### src/rtl/idr_pkg.sv
package idr_pkg;
  typedef enum logic [1:0] {
    PH_ACQ    = 2'd0,
    PH_VERIFY = 2'd1,
    PH_LOCKED = 2'd2
  } idr_phase_e;
endpackage

### src/rtl/idr_lfsr.sv
// Local descrambler shift register: loads received bits or free-runs.
module idr_lfsr #(
  parameter int W        = 33,
  parameter int TAP_M    = 13,
  parameter int TAP_S    = 20,
  parameter int SIGN_LAG = 8
) (
  input  logic         clk,
  input  logic         rst,
  input  logic         master,
  input  logic         shift_en,
  input  logic         use_rx,
  input  logic         rx_bit,
  output logic [W-1:0] state,
  output logic         pred_bit,
  output logic         sign_exp
);
  logic fb_m, fb_s;

  assign fb_m     = state[TAP_M-1] ^ state[W-1];
  assign fb_s     = state[TAP_S-1] ^ state[W-1];
  assign pred_bit = master ? fb_m : fb_s;
  assign sign_exp = state[SIGN_LAG-1];

  always_ff @(posedge clk) begin
    if (rst) begin
      state <= '0;
    end else if (shift_en) begin
      state <= {state[W-2:0], (use_rx ? rx_bit : pred_bit)};
    end
  end

  // no strobe, no movement
  assert_lfsr_hold_R8: assert property (@(posedge clk) disable iff (rst)
    !shift_en |=> $stable(state));
  // free-running mode appends the prediction made before the edge
  assert_lfsr_free_R5: assert property (@(posedge clk) disable iff (rst)
    (shift_en && !use_rx) |=> state[W-1:1] == $past(state[W-2:0]));
endmodule

### src/rtl/idr_judge.sv
// Counts mispredictions and opposite signs over one verification window.
module idr_judge #(
  parameter int WIN = 64,
  localparam int JW = $clog2(WIN + 1)
) (
  input  logic          clk,
  input  logic          rst,
  input  logic          clear,
  input  logic          step,
  input  logic          miss,
  input  logic          opp,
  output logic [JW-1:0] miss_sum,
  output logic [JW-1:0] opp_sum
);
  logic [JW-1:0] miss_cnt, opp_cnt;

  assign miss_sum = miss_cnt + JW'(miss);
  assign opp_sum  = opp_cnt + JW'(opp);

  always_ff @(posedge clk) begin
    if (rst || clear) begin
      miss_cnt <= '0;
      opp_cnt  <= '0;
    end else if (step) begin
      miss_cnt <= miss_sum;
      opp_cnt  <= opp_sum;
    end
  end

  // counts never exceed the window length
  assert_count_bound_R4: assert property (@(posedge clk) disable iff (rst)
    (miss_cnt <= JW'(WIN)) && (opp_cnt <= JW'(WIN)));
endmodule

### src/rtl/idle_desc_recover.sv
module idle_desc_recover #(
  parameter int W        = 33,
  parameter int TAP_M    = 13,
  parameter int TAP_S    = 20,
  parameter int SIGN_LAG = 8,
  parameter int WIN      = 64,
  parameter int MISS_MAX = 2,
  parameter int DROP_N   = 4
) (
  input  logic         clk,
  input  logic         rst,
  input  logic         master,
  input  logic         sym_valid,
  input  logic         sym_big,
  input  logic         sym_neg,
  output logic [W-1:0] state_o,
  output logic         locked,
  output logic         pol_inv
);
  import idr_pkg::*;

  localparam int JW   = $clog2(WIN + 1);
  localparam int PMAX = (W > WIN) ? W : WIN;
  localparam int PW   = $clog2(PMAX);
  localparam int RW   = $clog2(DROP_N + 1);

  idr_phase_e    phase;
  logic [PW-1:0] pos;
  logic [RW-1:0] run;
  logic          rx_bit, pred_bit, sign_exp, miss, opp, pass;
  logic [JW-1:0] miss_sum, opp_sum;

  assign rx_bit = ~sym_big;
  assign miss   = pred_bit ^ rx_bit;
  assign opp    = sign_exp ^ sym_neg;

  idr_lfsr #(.W(W), .TAP_M(TAP_M), .TAP_S(TAP_S), .SIGN_LAG(SIGN_LAG)) u_lfsr (
    .clk      (clk),
    .rst      (rst),
    .master   (master),
    .shift_en (sym_valid),
    .use_rx   (phase == PH_ACQ),
    .rx_bit   (rx_bit),
    .state    (state_o),
    .pred_bit (pred_bit),
    .sign_exp (sign_exp)
  );

  idr_judge #(.WIN(WIN)) u_judge (
    .clk      (clk),
    .rst      (rst),
    .clear    (phase != PH_VERIFY),
    .step     (sym_valid && (phase == PH_VERIFY)),
    .miss     (miss),
    .opp      (opp),
    .miss_sum (miss_sum),
    .opp_sum  (opp_sum)
  );

  assign pass = (miss_sum <= JW'(MISS_MAX)) &&
                ((opp_sum == '0) || (opp_sum == JW'(WIN)));

  always_ff @(posedge clk) begin
    if (rst) begin
      phase   <= PH_ACQ;
      pos     <= '0;
      run     <= '0;
      locked  <= 1'b0;
      pol_inv <= 1'b0;
    end else if (sym_valid) begin
      case (phase)
        PH_ACQ: begin
          if (pos == PW'(W - 1)) begin
            phase <= PH_VERIFY;
            pos   <= '0;
          end else begin
            pos <= pos + 1'b1;
          end
        end
        PH_VERIFY: begin
          if (pos == PW'(WIN - 1)) begin
            pos <= '0;
            if (pass) begin
              phase   <= PH_LOCKED;
              locked  <= 1'b1;
              pol_inv <= (opp_sum == JW'(WIN));
              run     <= '0;
            end else begin
              phase <= PH_ACQ;
            end
          end else begin
            pos <= pos + 1'b1;
          end
        end
        PH_LOCKED: begin
          if (miss) begin
            if (run == RW'(DROP_N - 1)) begin
              phase  <= PH_ACQ;
              locked <= 1'b0;
              run    <= '0;
              pos    <= '0;
            end else begin
              run <= run + 1'b1;
            end
          end else begin
            run <= '0;
          end
        end
        default: phase <= PH_ACQ;
      endcase
    end
  end

  // idle cycles leave every output untouched
  assert_idle_hold_R8: assert property (@(posedge clk) disable iff (rst)
    !sym_valid |=> ($stable(locked) && $stable(pol_inv) && $stable(state_o)));
  // lock appears only on a symbol that closes a verification window
  assert_lock_source_R4: assert property (@(posedge clk) disable iff (rst)
    $rose(locked) |-> ($past(phase) == PH_VERIFY) && $past(sym_valid));
  // lock falls only on the last of a run of mispredictions
  assert_drop_run_R7: assert property (@(posedge clk) disable iff (rst)
    $fell(locked) |-> ($past(run) == RW'(DROP_N - 1)) && $past(sym_valid));
  // polarity flag moves only when leaving verification
  assert_pol_window_R9: assert property (@(posedge clk) disable iff (rst)
    !$stable(pol_inv) |-> ($past(phase) == PH_VERIFY));
endmodule

### config.mk
export PLATFORM = sky130hd
export DESIGN_NAME = idle_desc_recover
export DESIGN_NICKNAME = d
export VERILOG_FILES = /design/src/rtl/idr_pkg.sv /design/src/rtl/idr_lfsr.sv /design/src/rtl/idr_judge.sv /design/src/rtl/idle_desc_recover.sv
export SDC_FILE = /design/constraint.sdc
export NUM_CORES = 1
export LEC_CHECK = 0
export BUFFER_PORTS_ARGS = -buffer_cell sky130_fd_sc_hd__buf_2
export CAP_MARGIN = 20
export CORE_MARGIN = 10
export CORE_UTILIZATION = 45
export CTS_CLUSTER_DIAMETER = 40
export CTS_CLUSTER_SIZE = 8
export DETAILED_ROUTE_END_ITERATION = 10
export PLACE_DENSITY = 0.65
export SLEW_MARGIN = 20
export SYNTH_ARGS = -nofsm -noshare
export SYNTH_HDL_FRONTEND = slang
export SYNTH_HIERARCHICAL = 1
export SYNTH_SLANG_ARGS = --single-unit
export TNS_END_PERCENT = 30
### constraint.sdc
create_clock -name clk -period 5.9 [get_ports clk]
set_input_delay 0.885 -clock clk [delete_from_list [all_inputs] [get_ports clk]]
set_output_delay 0.885 -clock clk [all_outputs]
set_load 0.005 [all_outputs]
==> qor.txt, run 1 <==
Crit path kind: primary input to register
Hold Vio Cnt, Final: 0
Most frequent cells after synthesis: dfxtp_1, nor2_1, mux2i_1
I/O pin cnt: 41
Worst min path class: register to register
Busiest layer in global routing: met2
Final-report setup violation count: 0
Sequential element share of the synthesized area: 40.9%
Cell Area, Synth: 2940 um2
Cell variety after synth: 52
Hold path depth: 2
Slew HR: 32.3%
Unrepaired setup endpoints after global routing: false
Hold Buf Count CTS: 0
Core footprint: 6350 um2
Placed Area: 3100 um2
Top cells by area, synth: dfxtp_1, mux2i_1, nor2_1, ha_1, xnor2_1
Global route overflow: 0
Clock root cell: clkbuf_8
Post-Route Skew: 11.4 ps
Initial Util: 46.2%
Total GRT Usage: 12.1%
Num CTS Buffers: 9
Reg2Reg Setup Slack: 2890 ps
FF-to-FF path depth: 11
Count leader, synth: dfxtp_1
Multi-input combinational cell area: 1560 um2
Yosys top cell area share: 40.9%
Reg area: 1200 um2
Top achievable clock speed: 302 MHz
Postcts setup bufs: 0
Antenna diodes: 0
DRT iter0 DRCs: 92
Final net count: 362
Antenna viol nets, final: 0
Yosys warnings: 6
Worst VDD drop: 199 uV
Final Cell Area: 3300 um2
PostCTS Resize Cnt: 0
Layout area overhead: 12.5%
Capture point of the worst reg-to-reg path: locked
Layout cells sized above 1: 18.6%
Period utilization: 56.2%
CTS tree: built
Buffers added on ports: 40
Place WS: 2250 ps
Grt met1 use: 15.5%
H-tree depth: 3
Clock sink count: 60
PD cells: 247 nW/um2
Final Max Tran Viols: 0
Period minus WS final: 3320 ps
R2r startpoint: u_lfsr/state[12]
Final WS setup: 2580 ps
MaxCap Viol Count: 0
Cells after Synth: 310
Longest Clk Path Bufs: 2
Slew at the pin with the worst max-slew slack: 1000 ps
Clock latency on the worst-skew pair: 330 ps
Vias in the first global route: 2193
Routability Congestion: 0.769
Hpwl dp: 4080 um
Fill count: 591
Crit-path max FO: 5
DR vias/cell: 5.27
Primary flip-flop cell chosen by synthesis mapping: dfxtp_1
Grt met2 use: 17.7%
FFs w/ async S/R, synth: 0%
Total number of vias: 2244
Initial antenna violation count: 0
Largest net degree at the start of global routing: 44
Pleak: 1.43 nW
Drt drc: 0
Fin util: 52.0%
CP Capture Type: register
Die Wd: 101 um
Die outline height: 101 um
GR Layer Usage met3: 4.18%
Routed len/inst: 13.8 um
Site Rows: 29
DIE AREA: 10200 um2
Outcome: finished, final reports clean
Clock-pin slew on the worst setup and hold paths: 60 ps
Syn avg cell area: 9.47 um2
Number of enable flip-flop cells after synthesis: 0
Final wirelength: 5870 um
Worst Setup Start Kind: primary input
Yosys top cell by area: dfxtp_1
Synth Register Bits: 60
DRT Pass-1 Iters: 4
TNS Setup: 0 ps
First-pass GRT wire length: 10200 um
Required @ worst endpoint: 6080 ps
Worst Hold Launch: run[1]
Worst Hold End: run[1]
Worst EP arrival: 3490 ps
Mapped Nets: 327
worst max-delay path by stage:
stage	from	end	slack (ps)	cells after the start
6_report	master	locked	2580	12
5_1_grt	master	locked	2170	12
4_1_cts	master	locked	2570	12
3_5_place_dp	master	locked	2250	12
3_3_place_gp	master	locked	2390	12
2_1_floorplan	master	locked	2690	11
power by group:
part | internal (mW) | switching [mW] | total [mW]
combinational | 0.0128 | 0.0197 | 0.0325
clock | 0.215 | 0.159 | 0.374
sequential | 0.407 | 0.00245 | 0.410
critical path, cell delays in order:
cell	delay (ps)
buf_2	90
mux2i_1	230
xnor2_1	150
xnor2_2	270
ha_1	290
ha_1	280
nand3_1	110
xnor2_1	150
nor4b_2	290
nand4_1	220
a2111oi_0	450
nor3_1	80
registers in the layout, indices dropped and copies added, names as in the netlist:
signal and flops:
locked 1, phase 2, pol_inv 1, pos 6, run 3, u_judge/miss_cnt 7
u_judge/opp_cnt 7, u_lfsr/state 33
per-stage QoR:
step | power [mW] | hold slack (ps) | std cells
6_report | 0.817 | 471 | 426
5_1_grt | 0.850 | 481 | 426
4_1_cts | 0.829 | 474 | 426
3_5_place_dp | 0.452 | 465 | 411
3_3_place_gp | 0.451 | 452 | 411
2_1_floorplan | 0.446 | 442 | 310
cells in the final DEF, fill, tap and decap left out, types with 2 or more instances in the layout:
master / count
ha_1: 11
buf_2: 40
clkbuf_8: 11
o211a_1: 2
nor3b_1: 2
xnor2_1: 10
xor2_1: 9
clkinv_2: 2
mux2i_1: 40
nand2b_1: 4
a211oi_1: 2
dfxtp_1: 60
and4_1: 2
o21ai_0: 9
nand2_1: 11
or3_1: 8
o21ai_1: 3
inv_1: 10
a21oi_1: 10
nand4_1: 8
nand3_1: 16
nor2_1: 49
area by class of cell:
type	instances	share of cell area (%)
Multi-Input combinational cell	223	47.2
Sequential cell	60	36.4
Timing Repair Buffer	41	6.29
Clock buffer	11	4.58
Tap cell	77	2.92
Clock inverter	4	1.48
Inverter	10	1.14
cells by family after synthesis:
kind of cell / Yosys count / share of synthesized area, %
compound gates: 37 / 8.44
fa+ha+maj: 11 / 4.69
flops: 60 / 40.9
simple gates: 114 / 19.8
mux: 41 / 14.0
buf+inv: 27 / 5.96
xor+xnor: 20 / 6.22
routing by layer:
metal	up-vias	wire length (um)
li1	1152	-
met1	1040	2970
met2	40	2520
met3	12	267
met4	0	116
met5	-	0
(Power assumes the default switching activity.)
==> run 2: changes to the inputs <==
--- a/config.mk
+++ b/config.mk
@@ -12,7 +12,7 @@
 export CTS_CLUSTER_DIAMETER = 40
 export CTS_CLUSTER_SIZE = 8
 export DETAILED_ROUTE_END_ITERATION = 10
-export PLACE_DENSITY = 0.65
+export PLACE_DENSITY = 0.68
 export SLEW_MARGIN = 20
 export SYNTH_ARGS = -nofsm -noshare
 export SYNTH_HDL_FRONTEND = slang
==> constraint.sdc (replaced) <==
create_clock -name clk -period 2.85 [get_ports clk]
set_input_delay 0.4275 -clock clk [delete_from_list [all_inputs] [get_ports clk]]
set_output_delay 0.4275 -clock clk [all_outputs]
set_load 0.005 [all_outputs]
==> run 2 against run 1 <==
Sequential power increased by 110%. Core utilization increased by 1.1 points. Clock power grew 100%. Critical path type is now register to register. Highest routed layer unchanged.
==> qor.txt, run 2 (synthesized netlist as in run 1, its figures left out) <==
Outcome: finished, final reports clean
MaxCap Viol Count: 0 (unchanged)
Drt drc: 0 (unchanged)
Multi-input combinational cell area: 1580 um2 (+1.3%)
Final net count: 370 (+2.2%)
Final Max Tran Viols: 0 (unchanged)
Worst EP arrival: 2920 ps (-570 ps)
First-pass GRT wire length: 10100 um (-0.73%)
Psw: 0.377 mW (+110%)
Worst Setup Start Kind: register
Seq pwr share: 50.9% (+0.7 points)
Clock root cell: clkbuf_8
DIE AREA: 10200 um2 (unchanged)
I/O pin cnt: 41 (unchanged)
Die outline height: 101 um (unchanged)
Slew at the pin with the worst max-slew slack: 776 ps (-226 ps)
Worst VDD drop: 433 uV (+120%)
Num CTS Buffers: 9 (unchanged)
Max reg flops: 33 (unchanged)
Leading cell type in the layout, fill and taps excluded: dfxtp_1
Worst min path class: register to register
Commonest cells after routing, fill and taps aside: dfxtp_1, nor2_1, buf_2
Hold Buf Count CTS: 0 (unchanged)
Placed Area: 3160 um2 (+1.7%)
Hold path depth: 2 (unchanged)
FF-to-FF path depth: 11 (unchanged)
Post-Route Skew: 10.2 ps (-1.21 ps)
Antenna diodes: 0 (unchanged)
DRT Pass-1 Iters: 4 (unchanged)
Routed len/inst: 13.6 um (-1.5%)
Die Wd: 101 um (unchanged)
PD cells: 494 nW/um2 (+100%)
DRT iter0 DRCs: 109 (+18%)
Buffers added on ports: 40 (unchanged)
Clock latency on the worst-skew pair: 330 ps (about the same)
Final hold slack: 471 ps (+0.763 ps)
Period minus WS final: 2660 ps
Layout cells sized above 1: 21.6% (+2.9 points)
Fill count: 579 (-2.0%)
Clock sink count: 60 (unchanged)
Crit path kind: register to register
Layout area overhead: 14.9%
Total number of vias: 2324 (+3.6%)
Routability Congestion: 0.800 (+4.1%)
Final-report setup violation count: 0 (unchanged)
Longest Clk Path Bufs: 2 (unchanged)
H-tree depth: 3 (unchanged)
Vias in the first global route: 2273 (+3.6%)
Most used cell, CP: xnor2_2
Crit-path max FO: 4 (-1)
Hpwl dp: 4090 um (+0.25%)
Slew HR: 48.2% (+16 points)
Final Cell Area: 3370 um2 (+2.1%)
Comb power frac: 4.2% (+0.2 points)
Internal power: 1.29 mW (+100%)
Crit-path cells: mux2i_2, xnor2_2, xnor2_2, ha_1, ha_2, nand3_1, xnor2_1, nor4b_2, nand4_1, or3_1, a21oi_1
Top Registers: u_lfsr/state x33, u_judge/miss_cnt x7, u_judge/opp_cnt x7
Largest net degree at the start of global routing: 44 (unchanged)
Global route overflow: 0 (unchanged)
Total GRT Usage: 11.8% (-0.24 points)
Slowest stage delay, CP: 400 ps (-50 ps)
Required @ worst endpoint: 3110 ps (-2970 ps)
CTS tree: built
Antenna viol nets, final: 0 (unchanged)
Initial Util: 46.2% (unchanged)
Reg area: 1200 um2 (unchanged)
Site Rows: 29 (unchanged)
Period utilization: 93.3%
CP Capture Type: register
Hold Vio Cnt, Final: 0 (unchanged)
Top achievable clock speed: 376 MHz
Final wirelength: 5890 um (+0.39%)
Sw frac: 22.6% (+0.40 points)
Initial antenna violation count: 0 (unchanged)
Slowest CP cell: or3_1
Most flops, register: u_lfsr/state
Pleak: 1.46 nW (+2.4%)
Clock-pin slew on the worst setup and hold paths: 70 ps (about the same)
Core footprint: 6350 um2 (unchanged)
Clock network power share: 44.9% (-0.9 points)
DR vias/cell: 5.35 (+1.7%)
## run 2: worst max-delay path, delay by kind of cell, from the launching register on
| kind | cells | cell delay [ps] |
|---|---|---|
| simple gates | 4 | 1020 |
| xor+xnor | 3 | 480 |
| fa+ha+maj | 2 | 410 |
| flops | 1 | 340 |
| mux | 1 | 210 |
| compound gates | 1 | 130 |
## run 2: layout make-up
type | count | share of cell area [%]
Multi-Input combinational cell | 223 | 46.8
Sequential cell | 60 | 35.6
Timing Repair Buffer | 49 | 7.94
Clock buffer | 10 | 4.08
Tap cell | 77 | 2.86
Clock inverter | 5 | 1.56
Inverter | 10 | 1.11
## run 2: what timing repair did
| action | in CTS | in global routing |
|---|---|---|
| pin swaps | 0 | 2 |
| gates resized for setup | 1 | 4 |
| buffers inserted | 0 | 1 |
| endpoints found under the setup margin | 1 | 3 |
## run 2: final timing paths
kind	from	endpoint	slack, ps
setup / recovery	u_lfsr/state[19]	pol_inv	190
hold / removal	run[1]	run[1]	470
setup reg to reg	u_lfsr/state[19]	pol_inv	190
hold reg to reg	run[1]	run[1]	470
## run 2: power by group through the flow
stage          Sequential, mW  Clock, mW  Combinational (mW)
5_1_grt                 0.848      0.800              0.0768
6_report                0.848      0.748              0.0698
2_1_floorplan           0.866          0              0.0572
3_5_place_dp            0.867          0              0.0700
4_1_cts                 0.848      0.764              0.0701
3_3_place_gp            0.867          0              0.0688
## run 2: stage by stage
step	cells	util (%)	worst slack [ps]	power, mW	setup TNS, ps
2_1_floorplan	310	-	99.3	0.923	0
3_3_place_gp	418	49.7	-21.0	0.936	-21.0
3_5_place_dp	418	49.7	-136	0.937	-218
4_1_cts	433	52.7	7.45	1.68	0
5_1_grt	434	53.1	-23.4	1.73	-58.4
6_report	434	53.1	190	1.67	0
## run 2: metal layers
layer / part of all wire [%] / GRT usage (%) / vias up
met3: 6.1 / 5.28 / 4
met1: 49 / 14.8 / 1102
li1: - / - / 1171
met5: 0 / 0 / -
met2: 44 / 17.3 / 47
met4: 1.1 / 4.78 / 0
